<file path="src/rtl/tdm_fsm_pkg.sv">
package tdm_fsm_pkg;

  // Monitor phases: idle while disabled, hunting for the first usable
  // assertion, then judging frame after frame.
  typedef enum logic [1:0] {
    MON_IDLE   = 2'd0,
    MON_SEARCH = 2'd1,
    MON_TRACK  = 2'd2
  } mon_state_e;

  // Per-frame verdict gathered by the judge.
  typedef struct packed {
    logic hit;    // assertion seen at the expected position
    logic stray;  // assertion seen anywhere else
  } frame_tally_t;

endpackage

</file>
<file path="src/rtl/tdm_sample_timer.sv">
// Delays each bit-clock edge by a programmable number of engine cycles and
// raises a one-cycle sample strobe at that point.
module tdm_sample_timer #(
  parameter int SAMP_W = 16
) (
  input  logic              clk,
  input  logic              rst_n,
  input  logic              run,
  input  logic              edge_stb,
  input  logic [SAMP_W-1:0] dly,
  output logic              fire
);

  logic [SAMP_W-1:0] cnt_q;

  always_ff @(posedge clk or negedge rst_n) begin
    if (!rst_n) begin
      cnt_q <= '0;
    end else if (!run) begin
      cnt_q <= '0;
    end else if (edge_stb) begin
      cnt_q <= dly;
    end else if (cnt_q != '0) begin
      cnt_q <= cnt_q - 1'b1;
    end
  end

  // Zero delay samples in the strobe cycle; otherwise the countdown
  // reaching one marks the sampling cycle.
  assign fire = run && ((edge_stb && (dly == '0)) ||
                        (!edge_stb && (cnt_q == SAMP_W'(1))));

endmodule

</file>
<file path="src/rtl/tdm_frame_pos.sv">
// Half-bit position counter.  Every bit-clock edge advances it by one and it
// wraps at the frame length.  It also remembers whether the latest edge
// started a bit time.
module tdm_frame_pos #(
  parameter int POS_W = 14
) (
  input  logic             clk,
  input  logic             rst_n,
  input  logic             run,
  input  logic             rise_stb,
  input  logic             fall_stb,
  input  logic             bclk_inv,
  input  logic [POS_W-1:0] frame_last,
  input  logic             align,
  input  logic [POS_W-1:0] align_pos,
  output logic [POS_W-1:0] smp_pos,
  output logic             smp_lead
);

  logic [POS_W-1:0] pos_q;
  logic [POS_W-1:0] pos_next;
  logic             lead_q;
  logic             stb;
  logic             lead_now;

  assign stb      = rise_stb | fall_stb;
  assign lead_now = bclk_inv ? fall_stb : rise_stb;
  assign pos_next = (pos_q >= frame_last) ? '0 : pos_q + 1'b1;

  // A sample taken in the strobe cycle belongs to the new position.
  assign smp_pos  = stb ? pos_next : pos_q;
  assign smp_lead = stb ? lead_now : lead_q;

  always_ff @(posedge clk or negedge rst_n) begin
    if (!rst_n) begin
      pos_q  <= '0;
      lead_q <= 1'b0;
    end else if (!run) begin
      pos_q  <= '0;
      lead_q <= 1'b0;
    end else begin
      if (align) begin
        pos_q <= align_pos;
      end else if (stb) begin
        pos_q <= pos_next;
      end
      if (stb) begin
        lead_q <= lead_now;
      end
    end
  end

endmodule

</file>
<file path="src/rtl/tdm_frame_judge.sv">
// Search and track control.  It finds the locking assertion, tallies the
// assertions within each frame window and issues the per-frame verdict.
module tdm_frame_judge
  import tdm_fsm_pkg::*;
#(
  parameter int POS_W = 14
) (
  input  logic             clk,
  input  logic             rst_n,
  input  logic             run,
  input  logic             fire,
  input  logic             act,
  input  logic             want_lead,
  input  logic [POS_W-1:0] smp_pos,
  input  logic             smp_lead,
  input  logic [POS_W-1:0] exp_pos,
  input  logic [POS_W-1:0] end_pos,
  output logic             align,
  output logic             good_q,
  output logic             miss_q,
  output logic             extra_q
);

  mon_state_e   state_q;
  frame_tally_t tally_q;
  frame_tally_t tally_n;
  logic         prev_act_q;
  logic         act_edge;
  logic         at_exp;
  logic         at_end;

  assign act_edge = fire && act && !prev_act_q;
  assign at_exp   = (smp_pos == exp_pos);
  assign at_end   = (smp_pos == end_pos);
  assign align    = (state_q == MON_SEARCH) && act_edge && (smp_lead == want_lead);

  always_comb begin
    tally_n       = tally_q;
    tally_n.hit   = tally_q.hit   | (act_edge && at_exp);
    tally_n.stray = tally_q.stray | (act_edge && !at_exp);
  end

  always_ff @(posedge clk or negedge rst_n) begin
    if (!rst_n) begin
      state_q    <= MON_IDLE;
      tally_q    <= '0;
      prev_act_q <= 1'b1;
      good_q     <= 1'b0;
      miss_q     <= 1'b0;
      extra_q    <= 1'b0;
    end else if (!run) begin
      state_q    <= MON_IDLE;
      tally_q    <= '0;
      prev_act_q <= 1'b1;
      good_q     <= 1'b0;
      miss_q     <= 1'b0;
      extra_q    <= 1'b0;
    end else begin
      miss_q  <= 1'b0;
      extra_q <= 1'b0;
      if (fire && (state_q != MON_IDLE)) begin
        prev_act_q <= act;
      end
      unique case (state_q)
        MON_IDLE: begin
          state_q <= MON_SEARCH;
        end
        MON_SEARCH: begin
          if (align) begin
            state_q       <= MON_TRACK;
            tally_q.hit   <= 1'b1;
            tally_q.stray <= 1'b0;
          end
        end
        MON_TRACK: begin
          if (fire) begin
            if (at_end) begin
              good_q  <= tally_n.hit && !tally_n.stray;
              miss_q  <= !tally_n.hit;
              extra_q <= tally_n.stray;
              tally_q <= '0;
            end else begin
              tally_q <= tally_n;
            end
          end
        end
        default: begin
          state_q <= MON_IDLE;
        end
      endcase
    end
  end

endmodule

</file>
<file path="src/rtl/tdm_fsync_monitor.sv">
// Top level: derives the frame geometry from the configuration and links
// the sample timer, the position counter and the frame judge.
module tdm_fsync_monitor #(
  parameter int SLOT_W        = 10,
  parameter int LOC_W         = 5,
  parameter int SAMP_W        = 16,
  parameter int BITS_PER_SLOT = 8
) (
  input  logic              clk,
  input  logic              rst_n,
  input  logic              enable,
  input  logic              bclk_rise,
  input  logic              bclk_fall,
  input  logic              fsync_in,
  input  logic              cfg_fsync_inv,
  input  logic              cfg_bclk_inv,
  input  logic [SLOT_W-1:0] cfg_slots,
  input  logic              cfg_frame_bit,
  input  logic [LOC_W-1:0]  cfg_fsync_pos,
  input  logic [SAMP_W-1:0] cfg_samp_dly,
  output logic              sync_good,
  output logic              fsync_missing,
  output logic              fsync_extra
);

  localparam int MAX_HALVES = 2 * (BITS_PER_SLOT * ((1 << SLOT_W) - 1) + 1);
  localparam int POS_W      = $clog2(MAX_HALVES + 1);

  logic [POS_W-1:0] frame_len;
  logic [POS_W-1:0] frame_last;
  logic [POS_W-1:0] loc_ext;
  logic [POS_W-1:0] exp_pos;
  logic [POS_W-1:0] end_pos;
  logic [POS_W-1:0] smp_pos;
  logic             smp_lead;
  logic             fire;
  logic             align;
  logic             act;
  logic             want_lead;

  assign frame_len  = POS_W'((32'(cfg_slots) * BITS_PER_SLOT + 32'(cfg_frame_bit)) * 2);
  assign frame_last = frame_len - 1'b1;
  assign loc_ext    = POS_W'(cfg_fsync_pos);
  // Position 0 is bit 0 of slot 0; the pulse sits loc half-bits earlier.
  assign exp_pos    = (loc_ext == '0) ? '0 : frame_len - loc_ext;
  assign end_pos    = (exp_pos == '0) ? frame_last : exp_pos - 1'b1;
  assign act        = fsync_in ^ cfg_fsync_inv;
  assign want_lead  = ~cfg_fsync_pos[0];

  tdm_sample_timer #(.SAMP_W(SAMP_W)) u_timer (
    .clk      (clk),
    .rst_n    (rst_n),
    .run      (enable),
    .edge_stb (bclk_rise | bclk_fall),
    .dly      (cfg_samp_dly),
    .fire     (fire)
  );

  tdm_frame_pos #(.POS_W(POS_W)) u_pos (
    .clk        (clk),
    .rst_n      (rst_n),
    .run        (enable),
    .rise_stb   (bclk_rise),
    .fall_stb   (bclk_fall),
    .bclk_inv   (cfg_bclk_inv),
    .frame_last (frame_last),
    .align      (align),
    .align_pos  (exp_pos),
    .smp_pos    (smp_pos),
    .smp_lead   (smp_lead)
  );

  tdm_frame_judge #(.POS_W(POS_W)) u_judge (
    .clk       (clk),
    .rst_n     (rst_n),
    .run       (enable),
    .fire      (fire),
    .act       (act),
    .want_lead (want_lead),
    .smp_pos   (smp_pos),
    .smp_lead  (smp_lead),
    .exp_pos   (exp_pos),
    .end_pos   (end_pos),
    .align     (align),
    .good_q    (sync_good),
    .miss_q    (fsync_missing),
    .extra_q   (fsync_extra)
  );

endmodule

</file>
<file path="config.mk">
export PLATFORM = sky130hd
export DESIGN_NAME = tdm_fsync_monitor
export DESIGN_NICKNAME = d
export VERILOG_FILES = /design/src/rtl/tdm_fsm_pkg.sv /design/src/rtl/tdm_sample_timer.sv /design/src/rtl/tdm_frame_pos.sv /design/src/rtl/tdm_frame_judge.sv /design/src/rtl/tdm_fsync_monitor.sv
export SDC_FILE = /design/constraint.sdc
export NUM_CORES = 1
export LEC_CHECK = 0
export BUFFER_PORTS_ARGS = -buffer_cell sky130_fd_sc_hd__buf_4
export CAP_MARGIN = 30
export CORE_AREA = 4 4 100 102
export DETAILED_ROUTE_END_ITERATION = 16
export DIE_AREA = 0 0 104 106
export PLACE_DENSITY = 0.64
export SYNTH_ARGS = -nofsm -noshare
export SYNTH_HDL_FRONTEND = slang
export SYNTH_SLANG_ARGS = --single-unit
</file>
<file path="constraint.sdc">
create_clock -name clk -period 4.5 [get_ports clk]
set_input_delay 0.225 -clock clk [delete_from_list [all_inputs] [get_ports clk]]
set_output_delay 0.225 -clock clk [all_outputs]
set_load 0.01 [all_outputs]
</file>
# After elaboration in Yosys (flattened, before gate mapping)

Cells that the tools add are included.

Add/sub/neg operators: 6
Order comparisons: 1
Equal/unequal tests: 15
Muxes and demuxes: 33
Bitwise operators: 5
Reduce and logical (&&, ||, !) cells: 26

Operator list:

| operator                | count |
|---|---|
| $mux W14                | 6 |
| $mux W16                | 3 |
| $eq A14 B14 Y1          | 2 |
| $logic_not A14 Y1       | 2 |
| $sub A14 B1 Y14 const B | 2 |
| $mux W1                 | 17 |
| $eq A16 B1 Y1 const B   | 1 |
| $logic_not A16 Y1       | 1 |
| $reduce_bool A16 Y1     | 1 |
| $sub A16 B1 Y16 const B | 1 |
| $add A14 B1 Y14 const B | 1 |
| $ge A14 B14 Y1          | 1 |
| $sub A14 B5 Y14         | 1 |
| $add A13 B1 Y13         | 1 |
| $logic_and A1 B1 Y1     | 11 |
| $mux W2                 | 5 |
| $ne A2 B1 Y1 const B    | 4 |
| $ne A3 B1 Y1 const B    | 2 |
| $pmux W2 S3             | 1 |
| $reduce_and A3 Y1       | 2 |
| $logic_not A1 Y1        | 5 |
| $pmux W2 S2             | 1 |
| $ne A3 B2 Y1 const B    | 1 |
| $ne A3 B3 Y1 const B    | 1 |
| 11 further kinds        | 13 |

Flip-flop bits (word level): 39
Output and inout port bits: 3
Logic and storage cells: 96

# Depth between registers and ports, before layout

Depth after elaboration: 15
Gate-level depth with buffers: 19

# Hierarchy

A second synthesis with hierarchy kept.

Cells, all modules: 525
Area, all modules: 4383.0 um^2

Modules (own cells, without submodules):

| module            | instances | cells each | area an instance (um^2) | seq. area each (um^2) |
|---|---|---|---|---|
| tdm_frame_pos     | 1         | 165        | 1408.9                  | 375.4 |
| tdm_fsync_monitor | 1         | 168        | 1191.1                  | 0.0 |
| tdm_sample_timer  | 1         | 115        | 1077.3                  | 400.4 |
| tdm_frame_judge   | 1         | 77         | 705.7                   | 201.4 |

# Worst setup path before layout

No wires, ideal clock.

Path type: input-to-reg
Start point: input cfg_slots[1]
End point: register u_judge.good_q
Arrival time: 4.105 ns
Setup slack: 0.316 ns
Stages: 18
Path buffers: 2
Cells stage by stage: clkbuf_1 > nor4_1 > nand2b_1 > nor3_1 > xnor2_1 > ha_1 > nand4_1 > a2111oi_0 > nand3_1 > and3_1 > clkbuf_1 > xnor2_1 > nand4_1 > a2111oi_0 > and4bb_1 > mux2i_1 > or3_1 > mux2i_1

Word-level cells in the longest chain between the ends: 15
Elaborated cells between the ends (all ways): 25

Ends and longest elaborated chain:

| what                 | RTL line                | RTL |
|---|---|---|
| from (decl)          | tdm_fsync_monitor.sv:17 | `input logic [SLOT_W-1:0] cfg_slots,` |
| $add A13 B1 Y13 *    | tdm_fsync_monitor.sv:41 | `assign frame_len = POS_W'((32'(cfg_slots) * BITS_PER_SLOT + 32'(cfg_frame_bit)) * 2);` |
| $sub A14 B1 Y14      | tdm_fsync_monitor.sv:42 | `assign frame_last = frame_len - 1'b1;` |
| $ge A14 B14 Y1       | tdm_frame_pos.sv:28     | `assign pos_next = (pos_q >= frame_last) ? '0 : pos_q + 1'b1;` |
| $mux W14             | tdm_frame_pos.sv:28     |  |
| $mux W14             | tdm_frame_pos.sv:31     | `assign smp_pos = stb ? pos_next : pos_q;` |
| $eq A14 B14 Y1       | tdm_frame_judge.sv:33   | `assign at_exp = (smp_pos == exp_pos);` |
| $logic_not A1 Y1     | tdm_frame_judge.sv:40   | `tally_n.stray = tally_q.stray \| (act_edge && !at_exp);` |
| $logic_and A1 B1 Y1  | tdm_frame_judge.sv:40   |  |
| $or A1 B1 Y1         | tdm_frame_judge.sv:40   |  |
| $logic_not A1 Y1     | tdm_frame_judge.sv:78   | `good_q <= tally_n.hit && !tally_n.stray;` |
| $logic_and A1 B1 Y1  | tdm_frame_judge.sv:78   |  |
| $mux W1              | tdm_frame_judge.sv:77   | `if (at_end) begin` |
| $mux W1              | tdm_frame_judge.sv:76   | `if (fire) begin` |
| $mux W1              | tdm_frame_judge.sv:64   | `unique case (state_q)` |
| $mux W1              | tdm_frame_judge.sv:51   | `end else if (!run) begin` |
| to (signal assigned) | tdm_frame_judge.sv:78   |  |
| to (decl)            | tdm_frame_judge.sv:19   | `output logic good_q,` |

Every way passes the cells marked *; elsewhere a longest branch is shown, timed or not. The select of a mux whose other input is x is not followed.
A chain may end at the register's enable or synchronous reset.

# Worst setup path after layout

Start point: input cfg_slots[1]
End point: register u_judge.miss_q

Word-level cells in the longest chain between the ends: 13
Elaborated cells between the ends (all ways): 19

Ends and longest elaborated chain:

| what                 | RTL line                | RTL |
|---|---|---|
| $add A13 B1 Y13 *    | tdm_fsync_monitor.sv:41 |  |
| $sub A14 B1 Y14      | tdm_fsync_monitor.sv:42 |  |
| $ge A14 B14 Y1       | tdm_frame_pos.sv:28     |  |
| $mux W14             | tdm_frame_pos.sv:28     |  |
| $mux W14             | tdm_frame_pos.sv:31     |  |
| $eq A14 B14 Y1       | tdm_frame_judge.sv:33   |  |
| $logic_and A1 B1 Y1  | tdm_frame_judge.sv:39   | `tally_n.hit = tally_q.hit \| (act_edge && at_exp);` |
| $or A1 B1 Y1         | tdm_frame_judge.sv:39   |  |
| $logic_not A1 Y1     | tdm_frame_judge.sv:79   | `miss_q <= !tally_n.hit;` |
| $mux W1 *            | tdm_frame_judge.sv:77   |  |
| $mux W1 *            | tdm_frame_judge.sv:76   |  |
| $mux W1 *            | tdm_frame_judge.sv:64   |  |
| $mux W1 *            | tdm_frame_judge.sv:51   |  |
| to (signal assigned) | tdm_frame_judge.sv:79   |  |
| to (decl)            | tdm_frame_judge.sv:20   | `output logic miss_q,` |

Every way passes the cells marked *; elsewhere a longest branch is shown, timed or not.

==> out/metrics.cfg <==
[status]
outcome = finished clean

[setup_path]
critPathArrivalTime_ns = 4.39
rr_endpoint = u_judge.good_q$_DFFE_PN0P_
rrSetupSlack_ns = 0.92
rr_worst_depth = 12
crit_fanout = 12
start_kind = input pin
timing.rr.start = u_pos.pos_q[4]$_DFF_PN0_
end_kind = flip-flop
path_class = in2reg
worstPathRequired_ns = 4.71

[layout]
final_common_cell = nor2_1
area_delta_synth_final_pct = 14.4
fin_area_um2 = 4880
finalNonFillerCells = 691
finalNetCount = 640
drive_gt1_frac = 0.171
diodes = 0
final_cell_mix = nor2_1, buf_4, nand2_1, dfrtp_1, xnor2_1

[synthesis]
synthTopCellsByArea = dfrtp_1, xnor2_1, ha_1
synthArstFlopShare = 1.00
ys.flop_type = dfrtp_1
synth-seq-area-share = 0.229
yosysTopAreaCell = dfrtp_1
synth_edf_count = 0
synth_seq_cells = 39
postSynthCellCount = 533
synth_top_area_share = 0.223
syn_area_per_cell_um2 = 8.01
synth.distinct_cells = 71
syn_area_um2 = 4270
synth_warnings = 0
synthesis.nets = 594

[die]
die_w_um = 104
start_util = 0.469
core-area_um2 = 9110
ios = 43
dieArea_um2 = 11000
die_h_um = 106
num_rows = 35

[detailed_routing]
ant_nets = 0
wirelength_um = 12700
wire_per_inst_um = 18.4
drc_errors = 0
drt-initial-drc-count = 313
vias = 4212
viasPerCell = 6.10
drtPass1Iterations = 5

[timing]
hold_ws_ns = 0.146
tightest_slew_ns = 0.757
rsz0062_at_grt = no
final-hold-violation-count = 0
skew_ns = 0.0133
fmax_mhz = 239
fin_crit_sh = 0.928
setup_violations = 0
fin_ws_ns = 0.323
slew-limit-headroom = 0.490
slew_viol_final = 0
layout_min_cycle_time_ns = 4.18

[cts]
cts.sinks = 39
postCtsSetupBuffers = 0
clk_latency_ns = 0.29
cts_buffer_depth = 2
htreeDepth = 2
cts_tree = done
cts_root_buf = clkbuf_8
clk_pin_slew_worst_paths_ns = 0.08
cts_buffers = 5

[grt]
grt_pass1_wl_um = 21100
first_global_vias = 4166
gr-total-overflow = 0
grt_antenna_before_repair = 0
grt_max_degree = 40
grt_usage = 0.233

[pwr]
power.density_nw_per_um2 = 192
max-vdd-ir-drop_v = 0.000129
power.leakage_nw = 2.02

[placed_design]
gp_congestion = 0.949
place_area_um2 = 4760
dp.cells = 682
io_buffers = 42
place.detailed.hpwl_um = 10200
dp_slack_ns = -0.0525

[hold_path]
min_from = enable
hold_path_end = u_judge.prev_act_q$_DFFE_PN1P_
hold_depth = 2
hold_class = in2reg

[job]
cap_violations = 0

-- worst max-delay path by stage --
stage / from / to / slack, ns / cells past startpoint
2_1_floorplan: cfg_slots[1] / u_judge.good_q$_DFFE_PN0P_ / 0.32 / 18
3_3_place_gp: cfg_slots[3] / u_judge.good_q$_DFFE_PN0P_ / -0.09 / 16
3_5_place_dp: cfg_slots[1] / u_judge.good_q$_DFFE_PN0P_ / -0.05 / 17
4_1_cts: cfg_slots[1] / u_judge.good_q$_DFFE_PN0P_ / 0.26 / 17
5_1_grt: cfg_slots[1] / u_judge.miss_q$_DFF_PN0_ / 0.03 / 17
6_report: cfg_slots[1] / u_judge.miss_q$_DFF_PN0_ / 0.32 / 17
-- layer usage --
metal	GRT usage	share of wire	vias up
met2	0.408	0.50	131
li1	-	-	2053
met3	0.0304	0.049	10
met5	0	0	-
met4	0.0541	0.011	0
met1	0.307	0.44	2018
-- registers in the layout (all words and copies together), names as in the netlist --
register	flops
u_judge.tally_q	2
u_judge.prev_act_q	1
u_judge.good_q	1
u_judge.extra_q	1
u_judge.miss_q	1
u_pos.pos_q	14
u_timer.cnt_q	16
u_judge.state_q	2
u_pos.lead_q	1
-- cell families after synthesis --
logic type	Yosys count	synth area share
adder cells (fa/ha/maj)	21	0.0633
multiplexers	23	0.0563
XOR/XNOR	62	0.127
AND/OR/NAND/NOR	234	0.297
flip-flops	39	0.229
buffers and inverters	42	0.0413
AO/OA/AOI/OAI	112	0.186
-- what timing repair did --
action	in CTS	in global routing
endpoints found under the setup margin	0	5
hold endpoints to repair	38	0
hold buffers	1	0
gates resized for setup	0	6
-- report_power, final --
part           internal, mW  switching [mW]
combinational         0.132           0.182
sequential            0.364          0.0152
clock                 0.108           0.136
total                 0.604           0.333
-- synthesized netlist by cell type, types with 2 or more instances --
library cell,number
mux2_2,7
clkbuf_1,13
and3_1,6
a211oi_1,21
a22oi_1,4
o21a_1,2
and4_1,2
or3_1,8
nor3b_1,2
nand2b_1,10
buf_1,2
o31ai_1,2
xor2_1,25
o2111ai_1,2
nor3_2,2
nand2_1,38
o21ai_0,20
a21oi_1,21
nor2b_1,3
or4_4,3
o211ai_1,6
nor2_1,62
inv_1,21
nand3b_1,3
xnor2_1,37
a221oi_1,2
or4_1,5
nor4_1,16
ha_1,20
and2_1,6
nor3_1,20
nand3_1,24
mux2i_1,15
a2111oi_0,3
buf_6,2
nand4_1,12
dfrtp_1,38
o21ai_1,3
buf_2,3
a31oi_1,10
or2_2,2
-- critical path, cell delays in order --
cell	delay [ns]
buf_4	0.15
nor4_1	0.51
nand2_1	0.13
xor2_1	0.50
ha_1	0.36
nand2_1	0.11
o211ai_1	0.15
a22oi_1	0.21
buf_4	0.18
and2_1	0.20
nand2b_1	0.21
a32oi_1	0.27
o311ai_1	0.14
a2111oi_0	0.37
nand4_1	0.22
or2_1	0.31
nor3b_2	0.16
-- final cells by class --
| cell class | instances | area, µm² |
|---|---|---|
| Sequential cell | 39 | 977 |
| Clock inverter | 3 | 20.0 |
| Inverter | 22 | 82.6 |
| Tap cell | 111 | 139 |
| Timing Repair Buffer | 59 | 458 |
| Multi-Input combinational cell | 452 | 3140 |
| Clock buffer | 5 | 68.8 |
| Fill cell | 888 | 4230 |
-- stage by stage --
stage          TNS (ns)  power, mW   util
6_report              0      0.937  0.536
5_1_grt               0       1.00  0.536
4_1_cts               0      0.942  0.534
3_5_place_dp    -0.0525      0.696  0.523
3_3_place_gp    -0.0887      0.691  0.523
2_1_floorplan         0      0.588      -
Note: power is estimated with default switching activity, not from simulation.
